[src/rtl/pfc_pkg.sv]
package pfc_pkg;
  typedef enum logic [2:0] {
    PS_FULL_ON  = 3'd0,
    PS_ON_SUSP  = 3'd1,
    PS_C2       = 3'd2,
    PS_C3       = 3'd3,
    PS_NO_FAIL  = 3'd4,
    PS_SUSP_RAM = 3'd5,
    PS_SUSP_DSK = 3'd6,
    PS_SOFT_OFF = 3'd7
  } pstate_e;

  localparam int unsigned STATE_W  = 3;
  localparam int unsigned DATA_W   = 8;
  localparam int unsigned ADDR_W   = 2;

  localparam logic [ADDR_W-1:0] ADDR_STATUS = 2'd0;
  localparam logic [ADDR_W-1:0] ADDR_CMD    = 2'd1;

  localparam int unsigned BIT_CLR_FAIL = 3;
  localparam int unsigned BIT_LOST     = 4;
  localparam int unsigned BIT_BOOT     = 5;
  localparam int unsigned BIT_CMD_LO   = 1;
  localparam int unsigned BIT_CMD_HI   = 2;
endpackage

[src/rtl/pfc_fall_det.sv]
module pfc_fall_det #(
  parameter int unsigned STAGES = 2
) (
  input  logic clk_i,
  input  logic rst_ni,
  input  logic async_i,
  output logic level_o,
  output logic fall_o
);
  logic [STAGES-1:0] sync_q;
  logic              prev_q;

  generate
    for (genvar i = 0; i < STAGES; i++) begin : g_stage
      if (i == 0) begin : g_first
        always_ff @(posedge clk_i or negedge rst_ni) begin
          if (!rst_ni) sync_q[0] <= 1'b0;
          else         sync_q[0] <= async_i;
        end
      end else begin : g_next
        always_ff @(posedge clk_i or negedge rst_ni) begin
          if (!rst_ni) sync_q[i] <= 1'b0;
          else         sync_q[i] <= sync_q[i-1];
        end
      end
    end
  endgenerate

  always_ff @(posedge clk_i or negedge rst_ni) begin
    if (!rst_ni) prev_q <= 1'b0;
    else         prev_q <= sync_q[STAGES-1];
  end

  assign level_o = sync_q[STAGES-1];
  assign fall_o  = prev_q & ~sync_q[STAGES-1];

  // a fall pulse lasts exactly one cycle
  p_single_fall_r10: assert property (@(posedge clk_i) disable iff (!rst_ni)
    fall_o |=> !fall_o);
endmodule

[src/rtl/pfc_fail_field.sv]
module pfc_fail_field
  import pfc_pkg::*;
(
  input  logic               clk_i,
  input  logic               rst_ni,
  input  logic               event_i,
  input  logic               clr_i,
  input  logic [STATE_W-1:0] state_i,
  output logic [STATE_W-1:0] field_o
);
  logic [STATE_W-1:0] field_q;
  logic               armed;

  // a same-cycle clear re-arms, so the capture wins
  assign armed = (field_q == PS_NO_FAIL) | clr_i;

  always_ff @(posedge clk_i or negedge rst_ni) begin
    if (!rst_ni)               field_q <= PS_NO_FAIL;
    else if (event_i && armed) field_q <= state_i;
    else if (clr_i)            field_q <= PS_NO_FAIL;
  end

  assign field_o = field_q;

  p_capture_r2: assert property (@(posedge clk_i) disable iff (!rst_ni)
    (event_i && field_o == PS_NO_FAIL) |=> field_o == $past(state_i));
  p_hold_r4: assert property (@(posedge clk_i) disable iff (!rst_ni)
    (field_o != PS_NO_FAIL && !clr_i) |=> $stable(field_o));
  p_clear_r5: assert property (@(posedge clk_i) disable iff (!rst_ni)
    (clr_i && !event_i) |=> field_o == PS_NO_FAIL);
  p_capture_wins_r6: assert property (@(posedge clk_i) disable iff (!rst_ni)
    (clr_i && event_i) |=> field_o == $past(state_i));
endmodule

[src/rtl/pfc_ctrl_bits.sv]
module pfc_ctrl_bits (
  input  logic clk_i,
  input  logic rst_ni,
  input  logic boot_we_i,
  input  logic boot_d_i,
  input  logic rst_cmd_i,
  input  logic lost_set_i,
  input  logic lost_clr_i,
  output logic boot_o,
  output logic lost_o
);
  logic boot_q, lost_q;

  always_ff @(posedge clk_i or negedge rst_ni) begin
    if (!rst_ni)        boot_q <= 1'b0;
    else if (rst_cmd_i) boot_q <= 1'b0;
    else if (boot_we_i) boot_q <= boot_d_i;
  end

  // hardware set beats software clear
  always_ff @(posedge clk_i or negedge rst_ni) begin
    if (!rst_ni)         lost_q <= 1'b0;
    else if (lost_set_i) lost_q <= 1'b1;
    else if (lost_clr_i) lost_q <= 1'b0;
  end

  assign boot_o = boot_q;
  assign lost_o = lost_q;

  p_boot_cleared_r8: assert property (@(posedge clk_i) disable iff (!rst_ni)
    rst_cmd_i |=> !boot_o);
  p_lost_set_r9: assert property (@(posedge clk_i) disable iff (!rst_ni)
    lost_set_i |=> lost_o);
  p_lost_sticky_r9: assert property (@(posedge clk_i) disable iff (!rst_ni)
    (lost_o && !lost_clr_i) |=> lost_o);
endmodule

[src/rtl/pwr_fail_capture.sv]
module pwr_fail_capture
  import pfc_pkg::*;
(
  input  logic              clk_i,
  input  logic              rst_ni,
  input  logic [2:0]        pwr_state_i,
  input  logic              mech_off_i,
  input  logic              pwr_good_i,
  input  logic              pwr_on_req_ni,
  input  logic              aon_valid_i,
  input  logic              wr_en_i,
  input  logic [1:0]        addr_i,
  input  logic [7:0]        wdata_i,
  output logic [7:0]        rdata_o,
  output logic [2:0]        fail_state_o,
  output logic              boot_soft_off_o,
  output logic              aon_lost_o
);
  logic pg_level, pg_fall, av_level, av_fall;
  logic wr_status, wr_cmd, clr_fail, rst_cmd, fail_evt;

  pfc_fall_det #(.STAGES(2)) u_pg_det (
    .clk_i, .rst_ni, .async_i(pwr_good_i), .level_o(pg_level), .fall_o(pg_fall)
  );

  pfc_fall_det #(.STAGES(2)) u_av_det (
    .clk_i, .rst_ni, .async_i(aon_valid_i), .level_o(av_level), .fall_o(av_fall)
  );

  assign wr_status = wr_en_i && (addr_i == ADDR_STATUS);
  assign wr_cmd    = wr_en_i && (addr_i == ADDR_CMD);
  assign clr_fail  = wr_status && wdata_i[BIT_CLR_FAIL];
  assign rst_cmd   = wr_cmd && (wdata_i[BIT_CMD_HI:BIT_CMD_LO] == 2'b11);
  assign fail_evt  = mech_off_i | (pg_fall & ~pwr_on_req_ni);

  pfc_fail_field u_field (
    .clk_i, .rst_ni,
    .event_i(fail_evt),
    .clr_i(clr_fail),
    .state_i(pwr_state_i),
    .field_o(fail_state_o)
  );

  pfc_ctrl_bits u_ctrl (
    .clk_i, .rst_ni,
    .boot_we_i(wr_status),
    .boot_d_i(wdata_i[BIT_BOOT]),
    .rst_cmd_i(rst_cmd),
    .lost_set_i(av_fall),
    .lost_clr_i(wr_status && wdata_i[BIT_LOST]),
    .boot_o(boot_soft_off_o),
    .lost_o(aon_lost_o)
  );

  always_comb begin
    rdata_o = '0;
    if (addr_i == ADDR_STATUS) begin
      rdata_o[STATE_W-1:0] = fail_state_o;
      rdata_o[BIT_LOST]    = aon_lost_o;
      rdata_o[BIT_BOOT]    = boot_soft_off_o;
    end
  end

  logic unused_lvl;
  assign unused_lvl = pg_level ^ av_level;

  // a power-good fall without a power-on request must not disturb a clear field
  p_no_req_no_capture_r3: assert property (@(posedge clk_i) disable iff (!rst_ni)
    (fail_state_o == PS_NO_FAIL && !mech_off_i && pwr_on_req_ni && !clr_fail)
      |=> fail_state_o == PS_NO_FAIL);
  p_cmd_no_effect_r8: assert property (@(posedge clk_i) disable iff (!rst_ni)
    (!wr_status && !rst_cmd) |=> $stable(boot_soft_off_o));
endmodule

[config.mk]
export PLATFORM = sky130hd
export DESIGN_NAME = pwr_fail_capture
export DESIGN_NICKNAME = d
export VERILOG_FILES = /design/src/rtl/pfc_pkg.sv /design/src/rtl/pfc_fall_det.sv /design/src/rtl/pfc_fail_field.sv /design/src/rtl/pfc_ctrl_bits.sv /design/src/rtl/pwr_fail_capture.sv
export SDC_FILE = /design/constraint.sdc
export NUM_CORES = 1
export LEC_CHECK = 0
export ABC_AREA = 0
export BUFFER_PORTS_ARGS = -buffer_cell sky130_fd_sc_hd__buf_2
export CAP_MARGIN = 10
export CORE_UTILIZATION = 34
export CTS_CLUSTER_SIZE = 30
export DETAILED_ROUTE_END_ITERATION = 8
export HOLD_SLACK_MARGIN = 0.02
export PLACE_DENSITY_LB_ADDON = 0.08
export SKIP_LAST_GASP = 1
export SLEW_MARGIN = 20
export SYNTH_ARGS = -nofsm -noshare
export SYNTH_HDL_FRONTEND = slang
export SYNTH_SLANG_ARGS = --single-unit
[constraint.sdc]
create_clock -name clk_i -period 1.1 [get_ports clk_i]
set_input_delay 0 -clock clk_i [delete_from_list [all_inputs] [get_ports clk_i]]
set_output_delay 0 -clock clk_i [all_outputs]
set_load 0.01 [all_outputs]
# Yosys cells after proc, flatten, opt, wreduce, memory -nomap -nowiden
# Index checks and enable logic that the tools add are counted.
dict set report word_totals {
  latchBits 0
  n_memories 0
  in_bits 20
  mem_bits_rw 0
  mem_bits_ro 0
  register_bits 11
  output_inout_bits 13
}
dict set report classes {
  reduce_logical 10
  n_eq_ne 3
  n_div 0
  n_mux 8
  multipliers 0
  order_cmp 0
  n_addsub 0
  shifts 0
  bitwise_logic 8
}
# cell count
set ops {}
lappend ops {{$mux 3} 3}
lappend ops {{$logic_and 1x1->1} 6}
lappend ops {{$reduce_bool 2->1} 3}
lappend ops {{$mux 1} 4}
lappend ops {{$and 1x1->1} 3}
lappend ops {{$eq 3x3->1 const B} 1}
lappend ops {{$not 1->1} 3}
lappend ops {{$eq 2x1->1 const B} 1}
lappend ops {{$eq 2x2->1 const B} 1}
lappend ops {{$logic_not 2->1} 1}
lappend ops {{$mux 2} 1}
lappend ops {{$or 1x1->1} 2}

# Depth between registers and ports, before layout
dict set report logic_depth {
  word_depth 6
  depth_mapped 3
  mapped_depth_nobuf 3
}

# Modules after synthesis
# A second synthesis with hierarchy kept.
dict set report unflattened {
  hier_cells 45
  area_unflattened_um2 500.5
}
# module seq_area_each_um2 n_inst cells_each area_each_um2
set by_module_without_submodules {}
lappend by_module_without_submodules {pfc_fall_det 75.1 2 4 88.8}
lappend by_module_without_submodules {pfc_fail_field 76.3 1 14 136.4}
lappend by_module_without_submodules {pwr_fail_capture 0.0 1 17 111.4}
lappend by_module_without_submodules {pfc_ctrl_bits 50.0 1 6 75.1}

# Worst setup path after synthesis
# OpenSTA, ideal clock, no wires.
dict set report synth_timing {
  path_type {flip-flop to flip-flop}
  startpoint {register u_pg_det.prev_q}
  endpoint {register u_field.field_q[0] (netlist: u_field.field_o[0])}
  setup_ps 122
  required_time_ps 978
  t_arrival_ps 919
  path_slack_ps 59
  stages_incl_launch_ff 4
  path_cell_list {dfrtp_1 nor3b_1 or2_1 a32o_1}
}
dict set report synth_between {
  elab_chain_cells 5
  elab_cells_between_ends 6
}
# element line
set synth_lines {}
lappend synth_lines {{start, declared} pfc_fall_det.sv:11} ;# logic prev_q;
lappend synth_lines {{start signal, assigned} pfc_fall_det.sv:31} ;# else prev_q <= sync_q[STAGES-1];
lappend synth_lines {{$and 1x1->1 *} pfc_fall_det.sv:35} ;# assign fall_o = prev_q & ~sync_q[STAGES-1];
lappend synth_lines {{$and 1x1->1 *} pwr_fail_capture.sv:34} ;# assign fail_evt = mech_off_i | (pg_fall & ~pwr_on_req_ni);
lappend synth_lines {{$or 1x1->1 *} pwr_fail_capture.sv:34}
lappend synth_lines {{$logic_and 1x1->1 *} pfc_fail_field.sv:19} ;# else if (event_i && armed) field_q <= state_i;
lappend synth_lines {{$mux 3 or $reduce_bool 2->1 (tied branches)} n/a}
lappend synth_lines {{end signal, assigned} pfc_fail_field.sv:19}
lappend synth_lines {{end, declared} pfc_fail_field.sv:11} ;# logic [STATE_W-1:0] field_q;
# Mark *: on every way between the ends. The rest lies on a longest branch, timed or not.
# A chain may end at the register's enable or synchronous reset.

# Worst setup path after layout
dict set report layout_timing {
  startpoint {register u_field.field_q[2] (netlist: u_field.field_o[2])}
  endpoint {output port rdata_o[2]}
}
dict set report layout_between {
  elab_chain_cells 1
}
# element line
set layout_lines {}
lappend layout_lines {{$mux 3} pwr_fail_capture.sv:57} ;# if (addr_i == ADDR_STATUS) begin
lappend layout_lines {{end, declared} pwr_fail_capture.sv:14} ;# output logic [7:0] rdata_o,
# No other way between the ends.

==> metrics.md <==
| Metric | Value |
|---|---|
| Share of layout cells above drive strength 1 | `48.1%` |
| Post-Synthesis Cells | `40` |
| First-pass GRT wire length | `1390 um` |
| Status | `completed` |
| Residual DRC | `0` |
| CTS sink cnt | `11` |
| Post-synth top area share | `51.5%` |
| Post-route clock period utilization | `99.1%` |
| ANT nets after route | `0` |
| WHS | `36.4 ps` |
| DR WL/cell | `10.1 um` |
| First drt pass iteration count | `4` |
| Design area | `731 um2` |
| Critical Path AT | `1090 ps` |
| CTS tree | `yes` |
| Num CTS Buffers | `3` |
| IO Count | `33` |
| Total GRT Usage | `13.1%` |
| Post-synth EDFFs | `0` |
| H-tree levels | `1` |
| Fmax | `0.917 GHz` |
| Root buf cell | `clkbuf_4` |
| Final wirelength | `933 um` |
| Clk Latency, worst-skew pair | `260 ps` |
| Max-Cap Viols | `0` |
| Initial antenna violation count | `0` |
| Area leader, netlist | `dfrtp_1` |
| Worst Path Max Fanout | `2` |
| Post-detail-place hpwl | `686 um` |
| Main synth FF type | `dfrtp_1` |
| Placer Congestion | `0.674` |
| Pre-CTS setup slack | `24.2 ps` |
| Pin count of the biggest net entering global routing | `12` |
| Clock Tree Buf Depth | `2` |
| Placement Cell Area | `619 um2` |
| Post-Syn Area | `485 um2` |
| P&R area growth vs syn | `50.5%` |
| RSZ-0062 raised after global routing | `yes` |
| Ys async rst share | `100%` |
| Setup ws final | `9.95 ps` |
| Vias in the first global route | `357` |
| Nets@finish | `98` |
| Vias per inst | `4.46` |
| Setup Crit Path Kind | `reg2out` |
| Yosys reg bits | `11` |
| Setup violations, final | `0` |
| Synth warnings | `0` |
| # rows | `13` |
| Hold Vio Cnt, Final | `0` |
| LEAKAGE | `0.368 nW` |
| Hold Crit Class | `in2reg` |
| Mapped Avg Cell Area | `12.1 um2` |
| Crit. End Element | `output pin` |
| Total grt overflow | `0` |
| Total Die Area | `1580 um2` |
| Period minus WS final | `1090 ps` |
| Max IR drop VDD | `877 uV` |
| Sequential share of the synthesized area | `57.0%` |
| Clock skew | `0.508 ps` |
| Slew Limit Fails | `0` |
| Cell Pwr Density | `1680 nW/um2` |
| Die width | `39.8 um` |
| Core box area | `1320 um2` |
| Most common cell in the netlist | `dfrtp_1` |
| Die height | `39.8 um` |
| Initial detailed-routing violation count | `8` |
| Synth top cells by count | `10 x dfrtp_1, 4 x and2_1, 3 x buf_4, 3 x inv_1` |
| WP data required | `1100 ps` |
| PortBufs | `26` |
| Cell variety after synth | `19` |
| Synth area leaders | `dfrtp_1 52%, nand4bb_4 5.7%, dfstp_2 5.4%` |
| Vias post-DR | `410` |
| Initial core utilization | `36.8%` |
| Clock-pin slew on the worst setup and hold paths | `70 ps` |
| Ant diodes | `0` |
| Startpoint Class | `flop` |
## cell families (layout without fill, tap and decap cells)
group,count (synthesis),in the layout,share of synthesized area [%]
AND/OR/NAND/NOR,12,12,18.6
flip-flops,11,11,57.0
AO/OA/AOI/OAI,9,9,16.0
buffers and inverters,7,42,7.73
other,1,3,0.772
## power breakdown
group | switching, mW | total, mW | internal [mW]
combinational | 0.181 | 0.387 | 0.206
sequential | 0.0789 | 0.574 | 0.495
clock | 0.128 | 0.268 | 0.140
## worst max-delay path, cell delays in order (launching register included)
cell and delay (ps):
dfstp_2 560, inv_4 40, nor3_2 90, buf_2 140
## placed cells by master, fill, tap and decap left out, drive strengths merged, types with 3 or more instances in the layout
master        n
and2          4
clkbuf        4
dfrtp        10
o21ai         3
buf          27
inv           4
conb          3
dlygate4sd3   7
## layer usage
layer / global-route usage (%) / part of all wire [%]
met5: 0 / 0
met4: 5.17 / 0
met3: 1.70 / 4.6
met2: 20.1 / 49
met1: 18.3 / 46
## stage by stage
step	util (%)	TNS, ps	power (mW)	instances
after global routing	55.5	-71.2	1.30	92
after CTS	55.5	-40.3	1.24	92
final	55.5	0	1.23	92
after global placement	47.0	0	0.899	80
after detailed placement	47.0	0	0.898	80
after floorplan	-	0	0.755	42
## what timing repair did
action	in CTS	in global routing
setup endpoints to repair	1	3
pin swaps	1	4
endpoints found under the hold margin	17	0
hold buffers	7	0
gates resized for setup	3	0
setup buffers	1	0
## area by class of cell
class | count | area, um2
Clock buffer | 4 | 26.3
Sequential cell | 11 | 277
Tap cell | 15 | 18.8
Fill cell | 124 | 587
Inverter | 4 | 17.5
Timing Repair Buffer | 34 | 208
Multi-Input combinational cell | 24 | 184
## sequential cells by signal (all words and copies together) (netlist names)
signal,flops
u_av_det.sync_q,1
u_ctrl.boot_o,1
u_ctrl.lost_o,1
u_pg_det.prev_q,1
u_av_det.prev_q,1
u_av_det.level_o,1
u_pg_det.sync_q,1
u_field.field_o,3
u_pg_det.level_o,1
## final timing paths
path,start,to,slack [ps],cells past startpoint
max,u_field.field_o[2]$_DFFE_PN1P_,rdata_o[2],10,3
min,wdata_i[4],u_ctrl.lost_o$_DFFE_PN0P_,40,3
max reg2reg,u_pg_det.prev_q$_DFF_PN0_,u_field.field_o[0]$_DFFE_PN0P_,40,3
min reg2reg,u_av_det.sync_q[0]$_DFF_PN0_,u_av_det.level_o$_DFF_PN0_,350,0
max in group asynchronous,rst_ni,u_field.field_o[2]$_DFFE_PN1P_,730,2
min in group asynchronous,rst_ni,u_pg_det.sync_q[0]$_DFF_PN0_,110,2
No activity file was read; power rests on OpenSTA's default activity.
